## src/rtl/rsf_pkg.sv

```systemverilog
// Shared types for the receive character queue.
// Assumes: one character is 8 bits and carries exactly three error tags.
package rsf_pkg;
    localparam int DATA_W = 8;
    localparam int TAG_W  = 3;

    // One queue location: tags above the data byte, 11 bits in all.
    typedef struct packed {
        logic              brk;
        logic              ferr;
        logic              perr;
        logic [DATA_W-1:0] data;
    } rsf_entry_t;
endpackage

```

## src/rtl/rsf_store.sv

```systemverilog
// Circular storage for queue entries with read and write pointers.
// Assumes: push is never asserted when no room exists unless pop is also
// asserted, and pop is never asserted on an empty queue; the controller
// guarantees both. Storage itself is not reset, only the pointers.
module rsf_store #(
    parameter int DEPTH = 16
) (
    input  logic                clk,
    input  logic                rst_n,
    input  logic                flush,
    input  logic                push,
    input  logic                pop,
    input  rsf_pkg::rsf_entry_t wr_entry,
    output rsf_pkg::rsf_entry_t head
);
    localparam int AW = (DEPTH > 1) ? $clog2(DEPTH) : 1;
    localparam logic [AW-1:0] LAST = AW'(DEPTH - 1);

    rsf_pkg::rsf_entry_t mem [DEPTH];
    logic [AW-1:0] wptr;
    logic [AW-1:0] rptr;

    // Write the incoming entry at the write pointer.
    always_ff @(posedge clk) begin
        if (push) begin
            mem[wptr] <= wr_entry;
        end
    end

    // Advance pointers with wrap, or return them to zero on flush/reset.
    always_ff @(posedge clk) begin
        if (!rst_n || flush) begin
            wptr <= '0;
            rptr <= '0;
        end else begin
            if (push) wptr <= (wptr == LAST) ? '0 : wptr + AW'(1);
            if (pop)  rptr <= (rptr == LAST) ? '0 : rptr + AW'(1);
        end
    end

    // Present the oldest entry.
    assign head = mem[rptr];

    // Pointers must never leave the storage range.
    assert_ptr_range_R4: assert property (@(posedge clk) disable iff (!rst_n)
        (wptr <= LAST) && (rptr <= LAST));
endmodule

```

## src/rtl/rsf_ctrl.sv

```systemverilog
// Occupancy, mode and flag control for the receive character queue.
// Assumes: inputs are synchronous to clk; a mode change is detected as
// fifo_en differing from the registered mode and costs one flush cycle.
module rsf_ctrl #(
    parameter int DEPTH = 16,
    localparam int LW = $clog2(DEPTH + 1)
) (
    input  logic          clk,
    input  logic          rst_n,
    input  logic          fifo_en,
    input  logic          wr_valid,
    input  logic          wr_has_err,
    input  logic          rd_pop,
    input  logic          head_has_err,
    input  logic          lsr_read,
    output logic          push,
    output logic          pop,
    output logic          flush,
    output logic [LW-1:0] level,
    output logic          full,
    output logic          empty,
    output logic          overrun,
    output logic          err_pending
);
    logic          mode_q;
    logic [LW-1:0] cap;
    logic [LW-1:0] err_cnt;
    logic          ovr_evt;

    // Capacity follows the mode in force, not the requested one.
    assign cap   = mode_q ? LW'(DEPTH) : LW'(1);
    assign flush = (fifo_en != mode_q);
    assign full  = (level == cap);
    assign empty = (level == '0);

    // Decide which requests are honoured this cycle.
    always_comb begin
        pop     = rd_pop && !empty && !flush;
        push    = wr_valid && !flush && (!full || pop);
        ovr_evt = wr_valid && !flush && full && !pop;
    end

    // Track the mode in force; take the input value during reset.
    always_ff @(posedge clk) begin
        if (!rst_n) mode_q <= fifo_en;
        else        mode_q <= fifo_en;
    end

    // Count stored entries.
    always_ff @(posedge clk) begin
        if (!rst_n || flush) level <= '0;
        else                 level <= level + LW'(push) - LW'(pop);
    end

    // Count stored entries that carry an error tag.
    always_ff @(posedge clk) begin
        if (!rst_n || flush) err_cnt <= '0;
        else err_cnt <= err_cnt + LW'(push && wr_has_err)
                                - LW'(pop && head_has_err);
    end

    // Sticky overrun: a new event wins over a clearing status read.
    always_ff @(posedge clk) begin
        if (!rst_n)        overrun <= 1'b0;
        else if (ovr_evt)  overrun <= 1'b1;
        else if (lsr_read) overrun <= 1'b0;
    end

    assign err_pending = (err_cnt != '0);

    // Level never exceeds the capacity of the mode in force.
    assert_no_overflow_R4: assert property (@(posedge clk) disable iff (!rst_n)
        level <= cap);

    // Single-entry mode holds at most one character.
    assert_single_depth_R5: assert property (@(posedge clk) disable iff (!rst_n)
        !mode_q |-> level <= LW'(1));

    // A push onto a full queue without pop raises overrun and keeps level.
    assert_overrun_sets_R2: assert property (@(posedge clk) disable iff (!rst_n)
        (wr_valid && !rd_pop && full && (fifo_en == mode_q))
        |=> (overrun && $stable(level)));

    // A status read with no new event clears overrun.
    assert_overrun_clear_R3: assert property (@(posedge clk) disable iff (!rst_n)
        (lsr_read && !(wr_valid && !rd_pop && full && (fifo_en == mode_q)))
        |=> !overrun);

    // Mode change empties the queue.
    assert_flush_empties_R8: assert property (@(posedge clk) disable iff (!rst_n)
        (fifo_en != mode_q) |=> (level == '0) && !err_pending);

    // Push with pop on a full queue keeps it full and raises no overrun.
    assert_full_swap_R9: assert property (@(posedge clk) disable iff (!rst_n)
        (wr_valid && rd_pop && full && (fifo_en == mode_q) && !overrun)
        |=> ($stable(level) && !overrun));

    // Tagged entries are a subset of stored entries.
    assert_err_subset_R7: assert property (@(posedge clk) disable iff (!rst_n)
        err_cnt <= level);
endmodule

```

## src/rtl/rx_status_fifo.sv

```systemverilog
// Receive character queue: stores each character with its parity, framing
// and break tags, reports overrun, data-waiting and error-pending state.
// Assumes: the receiver presents at most one character per cycle and the
// register interface issues pops and status reads as single-cycle pulses.
module rx_status_fifo #(
    parameter int DEPTH = 16,
    localparam int LW = $clog2(DEPTH + 1)
) (
    input  logic          clk,
    input  logic          rst_n,
    input  logic          fifo_en,
    input  logic          wr_valid,
    input  logic [7:0]    wr_data,
    input  logic          wr_perr,
    input  logic          wr_ferr,
    input  logic          wr_brk,
    input  logic          rd_pop,
    input  logic          lsr_read,
    output logic [7:0]    rd_data,
    output logic [2:0]    rd_status,
    output logic [LW-1:0] level,
    output logic          empty,
    output logic          full,
    output logic          overrun,
    output logic          err_pending,
    output logic          data_irq
);
    rsf_pkg::rsf_entry_t wr_entry;
    rsf_pkg::rsf_entry_t head;
    logic push, pop, flush;

    // Pack the incoming character with its tags.
    assign wr_entry = '{brk: wr_brk, ferr: wr_ferr, perr: wr_perr, data: wr_data};

    rsf_ctrl #(.DEPTH(DEPTH)) u_ctrl (
        .clk          (clk),
        .rst_n        (rst_n),
        .fifo_en      (fifo_en),
        .wr_valid     (wr_valid),
        .wr_has_err   (wr_perr || wr_ferr || wr_brk),
        .rd_pop       (rd_pop),
        .head_has_err (head.perr || head.ferr || head.brk),
        .lsr_read     (lsr_read),
        .push         (push),
        .pop          (pop),
        .flush        (flush),
        .level        (level),
        .full         (full),
        .empty        (empty),
        .overrun      (overrun),
        .err_pending  (err_pending)
    );

    rsf_store #(.DEPTH(DEPTH)) u_store (
        .clk      (clk),
        .rst_n    (rst_n),
        .flush    (flush),
        .push     (push),
        .pop      (pop),
        .wr_entry (wr_entry),
        .head     (head)
    );

    // Present the head, masked to zero while nothing is stored.
    always_comb begin
        rd_data   = empty ? 8'h00 : head.data;
        rd_status = empty ? 3'b000 : {head.brk, head.ferr, head.perr};
    end

    assign data_irq = !empty;

    // Error-pending needs at least one stored character.
    assert_err_needs_data_R7: assert property (@(posedge clk) disable iff (!rst_n)
        err_pending |-> data_irq);

    // A pop on an empty queue leaves it empty.
    assert_empty_pop_R10: assert property (@(posedge clk) disable iff (!rst_n)
        (empty && !wr_valid) |=> empty);
endmodule

```

## config.mk

```make
export PLATFORM = sky130hd
export DESIGN_NAME = rx_status_fifo
export DESIGN_NICKNAME = d
export VERILOG_FILES = /design/src/rtl/rsf_pkg.sv /design/src/rtl/rsf_store.sv /design/src/rtl/rsf_ctrl.sv /design/src/rtl/rx_status_fifo.sv
export SDC_FILE = /design/constraint.sdc
export NUM_CORES = 1
export LEC_CHECK = 0
export ABC_CLOCK_PERIOD_IN_PS = 3700
export BUFFER_PORTS_ARGS = -buffer_cell sky130_fd_sc_hd__buf_2
export CAP_MARGIN = 15
export CORE_MARGIN = 2
export CORE_UTILIZATION = 40
export CTS_CLUSTER_SIZE = 14
export DETAILED_ROUTE_END_ITERATION = 6
export HOLD_SLACK_MARGIN = 0.03
export PLACE_DENSITY = 0.6
export SYNTH_ARGS = -nofsm -noshare
export SYNTH_HDL_FRONTEND = slang
export SYNTH_SLANG_ARGS = --single-unit
```

## constraint.sdc

```tcl
create_clock -name clk -period 3.7 [get_ports clk]
set_input_delay 0.37 -clock clk [delete_from_list [all_inputs] [get_ports clk]]
set_output_delay 0.37 -clock clk [all_outputs]
set_load 0.01 [all_outputs]
```

Word-level counts from Yosys, hierarchy flattened
Memories as Yosys holds them, arrays and structs flattened. A register that Yosys moved wholly into a read port is not among the register bits. Cells that the tools add are included. W data, S select, Z words.

Input port bits: 17. Memories: 1. Bits in registers: 20. Memory bits (writable): 176. Output and inout port bits: 21.

Mux-type cells: 11. Equality and inequality tests: 4. Reductions and logical operators: 22. Add/subtract/negate cells: 6.

Memory list: u_store.mem (depth 16, bits a word 11, rd ports 1, clocked after Yosys merged registers in 1, write ports 1, RTL line rsf_store.sv:19) `rsf_pkg::rsf_entry_t mem [DEPTH];`.

Operator list (number): $mux W4 (4); $add A5 B1 Y5 (2); $sub A5 B1 Y5 (2); $add A4 B1 Y4 const B (2); $eq A4 B4 Y1 const B (2); $logic_and A1 B1 Y1 (8); $mux W8 (1); $logic_or A1 B1 Y1 (6); $eq A5 B5 Y1 (1); $logic_not A1 Y1 (5); $logic_not A5 Y1 (1); $mux W5 (1); $reduce_bool A5 Y1 (1); $mux W1 (4); $mux W3 (1); $reduce_bool A2 Y1 (1); $ne A1 B1 Y1 (1).

Longest topological paths before layout
Gate-level depths: netlist of run 1.

Word-level depth: 9. Depth in mapped cells: 15.

Modules after synthesis
A second synthesis of run 1 with hierarchy kept.

Cells, all modules: 449. Area, all modules: 8221.6 um^2.

By module, submodules not included: rsf_store (seq. area each 5525.3 um^2, area an instance 7322.0 um^2, instances 1, cells each 342); rsf_ctrl (seq. area each 240.2 um^2, area an instance 807.0 um^2, instances 1, cells each 92); rx_status_fifo (seq. area each 0.0 um^2, area an instance 92.6 um^2, instances 1, cells each 15).

Least setup slack after synthesis of run 1
OpenSTA, ideal clock, no wires.

Path kind: reg-to-reg. Start: register (tool-made name). End: register u_ctrl.err_cnt[4]. Slack: 0.577 ns. Library setup time: 0.121 ns. Cell stages (with the launch flop): 16. Required time: 3.579 ns. Clock period less this slack: 3.123 ns. Buffers on the path: 2. Arrival time: 3.002 ns. Cell sequence: dfxtp_1 buf_2 clkbuf_1 mux4_2 a22oi_1 and3_1 a31oi_1 ha_1 inv_1 ha_1 inv_1 fa_1 nand2b_1 a21oi_1 o21ai_0 nor3b_1.

RTL lines: end signal: assignment (RTL line rsf_ctrl.sv:58) `else err_cnt <= err_cnt + LW'(push && wr_has_err)`; end: declaration (RTL line rsf_ctrl.sv:27) `logic [LW-1:0] err_cnt;`.

==> impl_metrics.yaml, run 1 <==
timing:
  drv_slew: 0
  hold_violations: 0
  timing.hold.ws_ns: 0.0702
  clock.fmax_ghz: 0.292
  final_period_minus_worst_setup_slack_ns: 3.43
  final.setup.tns_ns: 0
  finalCritPeriodShare: 0.926
  final.setup_skew_ns: 0.00917
  post-route-worst-setup-slack_ns: 0.274
  timing.max_slew.rel_slack: 0.343
  worstMarginPinSlew_ns: 0.982
  setup_viol_count_final: 0
  rsz0062_at_grt: "no"
routing:
  drt_pre_antenna_iters: 6
  finalWirelength_mm: 16.6
  drt_iter0_drc: 275
  drcViolationCount: 0
  post_drt_wl_per_cell_um: 21.4
  final_antenna_net_count: 0
  post_drt_via_cell_ratio: 5.25
  via_total_after_detailed_routing: 4055
logic_synthesis:
  yosys.area_share.simple: 0.0546
  post_synth_edffs: 176
  synth_xor_area_frac: 0.0108
  synth_sequential_area_ratio: 0.711
  ys_dominant_reg_cell: "sky130_fd_sc_hd__edfxtp_1"
  postSynthAreaPerCell_sq_um: 18.9
  postSynthRegisterBits: 200
  synth_largest_area_cell: "sky130_fd_sc_hd__edfxtp_1"
  post_synthesis_cell_count: 428
  ranking_of_synthesized_cells_by_area: "sky130_fd_sc_hd__edfxtp_1 (65%), sky130_fd_sc_hd__mux4_2 (15%), sky130_fd_sc_hd__dfxtp_1 (5.9%), sky130_fd_sc_hd__ha_1 (2.5%), sky130_fd_sc_hd__inv_1 (1.0%)"
  yosysWarnings: 0
  muxShareOfSynthArea: 0.147
  synth_fp_nets: 463
  main_combinational_cell_family_by_area_after_synthesis: "multiplexers"
  synth_async_sr_flop_share: 0
  syn-cell-area_sq_mm: 0.00811
  post-synth-top-area-fraction: 0.652
  cell_with_the_most_instances_after_synthesis: "sky130_fd_sc_hd__edfxtp_1"
  synth_cell_count_leaders: "sky130_fd_sc_hd__edfxtp_1 (176), sky130_fd_sc_hd__mux4_2 (53), sky130_fd_sc_hd__dfxtp_1 (24), sky130_fd_sc_hd__inv_1 (22)"
  synth_compound_area_frac: 0.0236
  synth_fa_ha_area_frac: 0.0296
  synthDistinctLibCells: 45
die:
  io_pins: 38
  core_region_area_sq_mm: 0.0200
  die_height_um: 146
  placement_rows: 52
  floorplan.die.width_um: 146
  effective_utilization_at_floorplan: 0.405
  die-area_sq_mm: 0.0214
power:
  switching_share: 0.227
  clock_power_share: 0.394
  leakagePower_nw: 3.06
  vdd.ir_drop.worst_mv: 0.281
  pwr_density_cell_mw_per_mm2: 491
  total_switching_power_w: 0.00104
  comb_power_share: 0.066
  power.internal_w: 0.00355
  sequentialPowerShare: 0.540
job:
  maxCapViolCount: 0
clock_network:
  cts_inserted_buffers: 17
  tritoncts: "yes"
  clock_tree.buffer_depth: 2
  cts.htree.levels: 4
  path_clk_slew_ns: 0.07
  clk_latency_worst_skew_pair_ns: 0.43
  clock-sinks: 200
  postCtsSetupRepairBufs: 0
  root_buffer: "sky130_fd_sc_hd__clkbuf_16"
critical_path:
  timing.critical_path.required_ns: 4.00
  setup.worst_path.start_class: "register"
  critical_path.endpoint_type: "register"
  cp_max_fo: 12
  crit_type: "reg -> reg"
  worstPathArrival_ns: 3.73
run_status:
  outcome: "finished clean"
global_route:
  grtUsageMet3: 0.0316
  grt_max_degree: 20
  grt_antenna_before_repair: 0
  gr-usage-met1: 0.206
  number_of_global_route_vias_before_repair: 4168
  globalRouteTotalUtil: 0.160
  grt_pass1_wl_mm: 24.8
  global_route.peak_usage_layer: "met2"
  globalRoute.totalOverflow: 0
  grt_util_met2: 0.267
finish:
  antenna-diode-count: 0
  ff_latch_area_sq_mm: 0.00577
  syn2layout_area_growth_pct: 15.6
  multi_input_comb_area_sq_mm: 0.00223
  fillCellCount: 1725
  fin_util: 0.467
  nNetsFinal: 525
  final_layout_size_suffix_gt1_frac: 0.324
placed_design:
  gpl.final_weighted_congestion: 0.766
  dp_slack_ns: 0.224
  io_buffers: 37
  detailedPlacementHpwl_mm: 10.5
min_path:
  min-delay-path-class: "in -> reg"
[power by group through the flow]
stage | registers, W | logic, W | clock network [W]
after floorplan | 0.00253 | 0.000179 | 0
after CTS | 0.00248 | 0.000310 | 0.00185
final | 0.00248 | 0.000302 | 0.00181
after detailed placement | 0.00253 | 0.000308 | 0
after global placement | 0.00253 | 0.000296 | 0
after global routing | 0.00249 | 0.000332 | 0.00193
[timing repair]
action	CTS	global route
gates resized for setup	0	1
hold endpoints to repair	0	0
endpoints found under the setup margin	0	1
hold buffers	0	0
[layer usage]
layer  vias up  part of all wire
met5         -                 0
li1       1839                 -
met2        70              0.51
met1      2118              0.43
met3        28             0.040
met4         0             0.024
[flip-flops by register name, summed over array words and instances (netlist names), named ones only]
signal / cells
u_store.wptr: 4
u_ctrl.err_cnt: 5
u_ctrl.overrun: 1
u_ctrl.mode_q: 1
u_ctrl.level: 5
u_store.rptr: 4
u_store.mem: 176
[per-stage QoR]
step | total power, W | instances | instance area, sq um
global placement | 0.00283 | 741 | 8780
CTS | 0.00465 | 773 | 9360
global route | 0.00475 | 773 | 9370
finish | 0.00460 | 773 | 9370
detailed placement | 0.00284 | 741 | 8780
floorplan | 0.00271 | 428 | 8110
[final timing paths]
check,startpoint,cells past startpoint,end,slack [ns]
worst max-delay path,register,14,u_ctrl.err_cnt[4],0.27
worst min-delay path,fifo_en,1,u_ctrl.mode_q,0.07
worst max register to register,register,14,u_ctrl.err_cnt[4],0.27
worst min register to register,u_ctrl.overrun,2,u_ctrl.overrun,0.48
[layout by cell type (no fill, tap or decap), types with 5 or more instances in the layout]
cell type / n
sky130_fd_sc_hd__nand3_1: 10
sky130_fd_sc_hd__dfxtp_1: 22
sky130_fd_sc_hd__a21oi_1: 9
sky130_fd_sc_hd__buf_2: 37
sky130_fd_sc_hd__ha_1: 16
sky130_fd_sc_hd__and2_1: 8
sky130_fd_sc_hd__mux4_2: 53
sky130_fd_sc_hd__xnor2_1: 5
sky130_fd_sc_hd__edfxtp_1: 176
sky130_fd_sc_hd__o21ai_0: 6
sky130_fd_sc_hd__nor2_1: 16
sky130_fd_sc_hd__nand2_1: 6
sky130_fd_sc_hd__and3_1: 6
sky130_fd_sc_hd__buf_4: 22
sky130_fd_sc_hd__inv_1: 22
sky130_fd_sc_hd__xor2_1: 5
sky130_fd_sc_hd__nor4b_2: 6
sky130_fd_sc_hd__nor3_2: 8
sky130_fd_sc_hd__clkbuf_16: 17
[logic make-up after synthesis]
group	Yosys count
AND/OR/NAND/NOR	78
buffers and inverters	39
AO/OA/AOI/OAI	30
flip-flops	200
adder cells (fa/ha/maj)	18
multiplexers	53
XOR/XNOR	10
[layout make-up]
type                    instances  share of cell area
clock buffers                  17              0.0454
clock inverters                15              0.0170
inverters                      22             0.00882
multi-input cells             189               0.238
flip-flops and latches        200               0.616
well taps                     270              0.0361
repair buffers                 60              0.0386
[worst max-delay path: stages, from the launching register on]
cell and delay, ns:
sky130_fd_sc_hd__dfxtp_2 0.45, sky130_fd_sc_hd__buf_6 0.24, sky130_fd_sc_hd__mux4_2 0.52, sky130_fd_sc_hd__a22oi_1 0.20, sky130_fd_sc_hd__and3_1 0.21, sky130_fd_sc_hd__a31oi_1 0.10, sky130_fd_sc_hd__ha_1 0.29, sky130_fd_sc_hd__inv_1 0.06
sky130_fd_sc_hd__ha_1 0.16, sky130_fd_sc_hd__inv_1 0.06, sky130_fd_sc_hd__fa_1 0.42, sky130_fd_sc_hd__nand2b_1 0.17, sky130_fd_sc_hd__a21oi_1 0.18, sky130_fd_sc_hd__o21ai_0 0.09, sky130_fd_sc_hd__nor3b_1 0.14
Power figures use the tool's default switching activity.
==> run 2, diff against run 1 <==
- CORE_ASPECT_RATIO: not set -> 1.5
==> run 2 against run 1 <==
  * Utilization increased by 0.30 points
  * Clock skew decreased by 0.00060 ns
  * Via count decreased by 0.42%
  * Total power decreased by 2.0%
  * Clock power decreased by 5%
  * Register-to-register slack improved by 0.02 ns
  * Maximum frequency increased by 0.53%
  * Final area decreased by 0.24%
  * Combinational power about the same
  * Sequential power about the same
  * Largest cell class unchanged
  * Largest power group unchanged
==> impl_metrics.yaml, run 2 (same netlist as run 1, synthesis figures left out) <==
die:
  effective_utilization_at_floorplan: 0.408
  die_height_um: 178
  io_pins: 38
  die-area_sq_mm: 0.0214
  core_region_area_sq_mm: 0.0199
  placement_rows: 63
  floorplan.die.width_um: 120
finish:
  fin_util: 0.470
  largest_register_ffs: 176
  max_flop_register: "u_store.mem"
  layout_commonest_cell: "sky130_fd_sc_hd__edfxtp_1"
  nNetsFinal: 529
  finalInstanceArea_sq_mm: 0.00935
  multi_input_comb_area_sq_mm: 0.00223
  final_layout_size_suffix_gt1_frac: 0.327
  ff_latch_area_sq_mm: 0.00577
  syn2layout_area_growth_pct: 15.3
  most-common-layout-cells: "sky130_fd_sc_hd__edfxtp_1 (176), sky130_fd_sc_hd__mux4_2 (53), sky130_fd_sc_hd__buf_2 (37)"
  antenna-diode-count: 0
  largest_registers: "u_store.mem (176), u_ctrl.err_cnt (5), u_ctrl.level (5)"
  fillCellCount: 1728
clock_network:
  root_buffer: "sky130_fd_sc_hd__clkbuf_16"
  clk_latency_worst_skew_pair_ns: 0.43
  cts.htree.levels: 4
  clock-sinks: 200
  tritoncts: "yes"
  cts_inserted_buffers: 17
  path_clk_slew_ns: 0.07
  clock_tree.buffer_depth: 2
  postCtsSetupRepairBufs: 0
critical_path:
  cp_max_fo: 7
  crit_type: "reg -> reg"
  reg2reg_setup_slack_ns: 0.29
  critical_path.most_common_cell: "sky130_fd_sc_hd__inv_1"
  path_delay_family: "multiplexers"
  setup.worst_path.start_class: "register"
  critical_path.endpoint_type: "register"
  timing.critical_path.required_ns: 4.04
  slowest_stage: "sky130_fd_sc_hd__mux4_2"
  cpPeakStageDelay_ns: 0.51
  worstPathArrival_ns: 3.75
  path_cells: "mux4_2 -> mux4_2 -> inv_1 -> a31oi_1 -> ha_1 -> inv_1 -> ha_1 -> inv_1 -> fa_1 -> nand2b_1 -> a21oi_1 -> nor3_1 -> nor3b_1"
  crit_buf_inv: 3
timing:
  worstMarginPinSlew_ns: 0.839
  timing.max_slew.rel_slack: 0.440
  clock.fmax_ghz: 0.293
  finalCritPeriodShare: 0.921
  drv_slew: 0
  hold_violations: 0
  setup_viol_count_final: 0
  final.setup_skew_ns: 0.00857
  final.setup.tns_ns: 0
  rsz0062_at_grt: "no"
  final_period_minus_worst_setup_slack_ns: 3.41
routing:
  post_drt_wl_per_cell_um: 21.6
  wl_met3_um: 618
  final_antenna_net_count: 0
  drcViolationCount: 0
  drt_pre_antenna_iters: 4
  drt_iter0_drc: 331
  top_layer_used: "met4"
  met2_wirelength_mm: 9.07
  finalWirelength_mm: 16.6
  via_total_after_detailed_routing: 4038
  post_drt_via_cell_ratio: 5.26
  routedLengthMet1_mm: 6.72
run_status:
  outcome: "finished clean"
min_path:
  min-delay-start: "fifo_en"
  min-delay-path-class: "in -> reg"
power:
  vdd.ir_drop.worst_mv: 0.293
  leakagePower_nw: 3.05
  pwr_density_cell_mw_per_mm2: 482
placed_design:
  io_buffers: 37
  detailedPlacementHpwl_mm: 11.3
  gpl.final_weighted_congestion: 0.757
  detailed_place.area_sq_mm: 0.00880
job:
  maxCapViolCount: 0
global_route:
  globalRoute.totalOverflow: 0
  globalRouteTotalUtil: 0.165
  number_of_global_route_vias_before_repair: 4346
  grt_pass1_wl_mm: 25.6
  grt_max_degree: 19
  grt_antenna_before_repair: 0
## run 2: changes by cell type in the layout (fill, tap and decap cells not counted), sizes merged
| cell | before | now |
|---|---|---|
| bufinv | 1 | 0 |
| buf | 60 | 64 |
| clkinvlp | 1 | 4 |
| clkinv | 7 | 4 |
| inv | 28 | 29 |
## run 2: cell type report
class	instances	area share
Timing Repair Buffer	64	0.0419
Inverter	22	0.00884
Clock inverter	15	0.0125
Tap cell	260	0.0348
Multi-Input combinational cell	189	0.239
Clock buffer	17	0.0455
Sequential cell	200	0.617
## run 2: path summary, 6_finish.rpt
kind	cells after the start	end
min	1	u_ctrl.mode_q
min reg2reg	2	u_ctrl.overrun
max reg2reg	13	u_ctrl.err_cnt[4]
max	13	u_ctrl.err_cnt[4]
## run 2: stage by stage
stage          worst slack [ns]  hold slack, ns  cells  power, W
6_report                  0.292          0.0784    767   0.00451
2_1_floorplan             0.577           0.398    428   0.00271
3_3_place_gp              0.339           0.465    735   0.00283
4_1_cts                   0.154          0.0600    767   0.00454
3_5_place_dp              0.187           0.475    735   0.00284
5_1_grt                 0.00612          0.0660    767   0.00466
## run 2: power breakdown
part           internal, W  leakage, nW  switching (W)
Combinational     0.000128         1.02       0.000174
Clock             0.000874        0.257       0.000845
Sequential         0.00247         1.78      0.0000133
Total              0.00347         3.05        0.00103
## run 2: repair_timing
| item | in CTS | in global routing |
|---|---|---|
| resized for setup | 0 | 2 |
| hold buffers | 0 | 0 |
| setup endpoints to repair | 0 | 1 |
## run 2: worst register-to-register path, stage by stage, from the launching register on
cell                       delay, ns
sky130_fd_sc_hd__dfxtp_4        0.42
sky130_fd_sc_hd__mux4_2         0.52
sky130_fd_sc_hd__mux4_2         0.47
sky130_fd_sc_hd__inv_1          0.13
sky130_fd_sc_hd__a31oi_1        0.13
sky130_fd_sc_hd__ha_1           0.31
sky130_fd_sc_hd__inv_1          0.06
sky130_fd_sc_hd__ha_1           0.16
sky130_fd_sc_hd__inv_1          0.06
sky130_fd_sc_hd__fa_1           0.41
sky130_fd_sc_hd__nand2b_1       0.16
sky130_fd_sc_hd__a21oi_1        0.21
sky130_fd_sc_hd__nor3_1         0.09
sky130_fd_sc_hd__nor3b_1        0.19
## run 2: routing by layer
metal	vias up	track usage
li1	1841	-
met1	2097	0.200
met2	88	0.297
met3	12	0.0348
met4	0	0.0489
met5	-	0
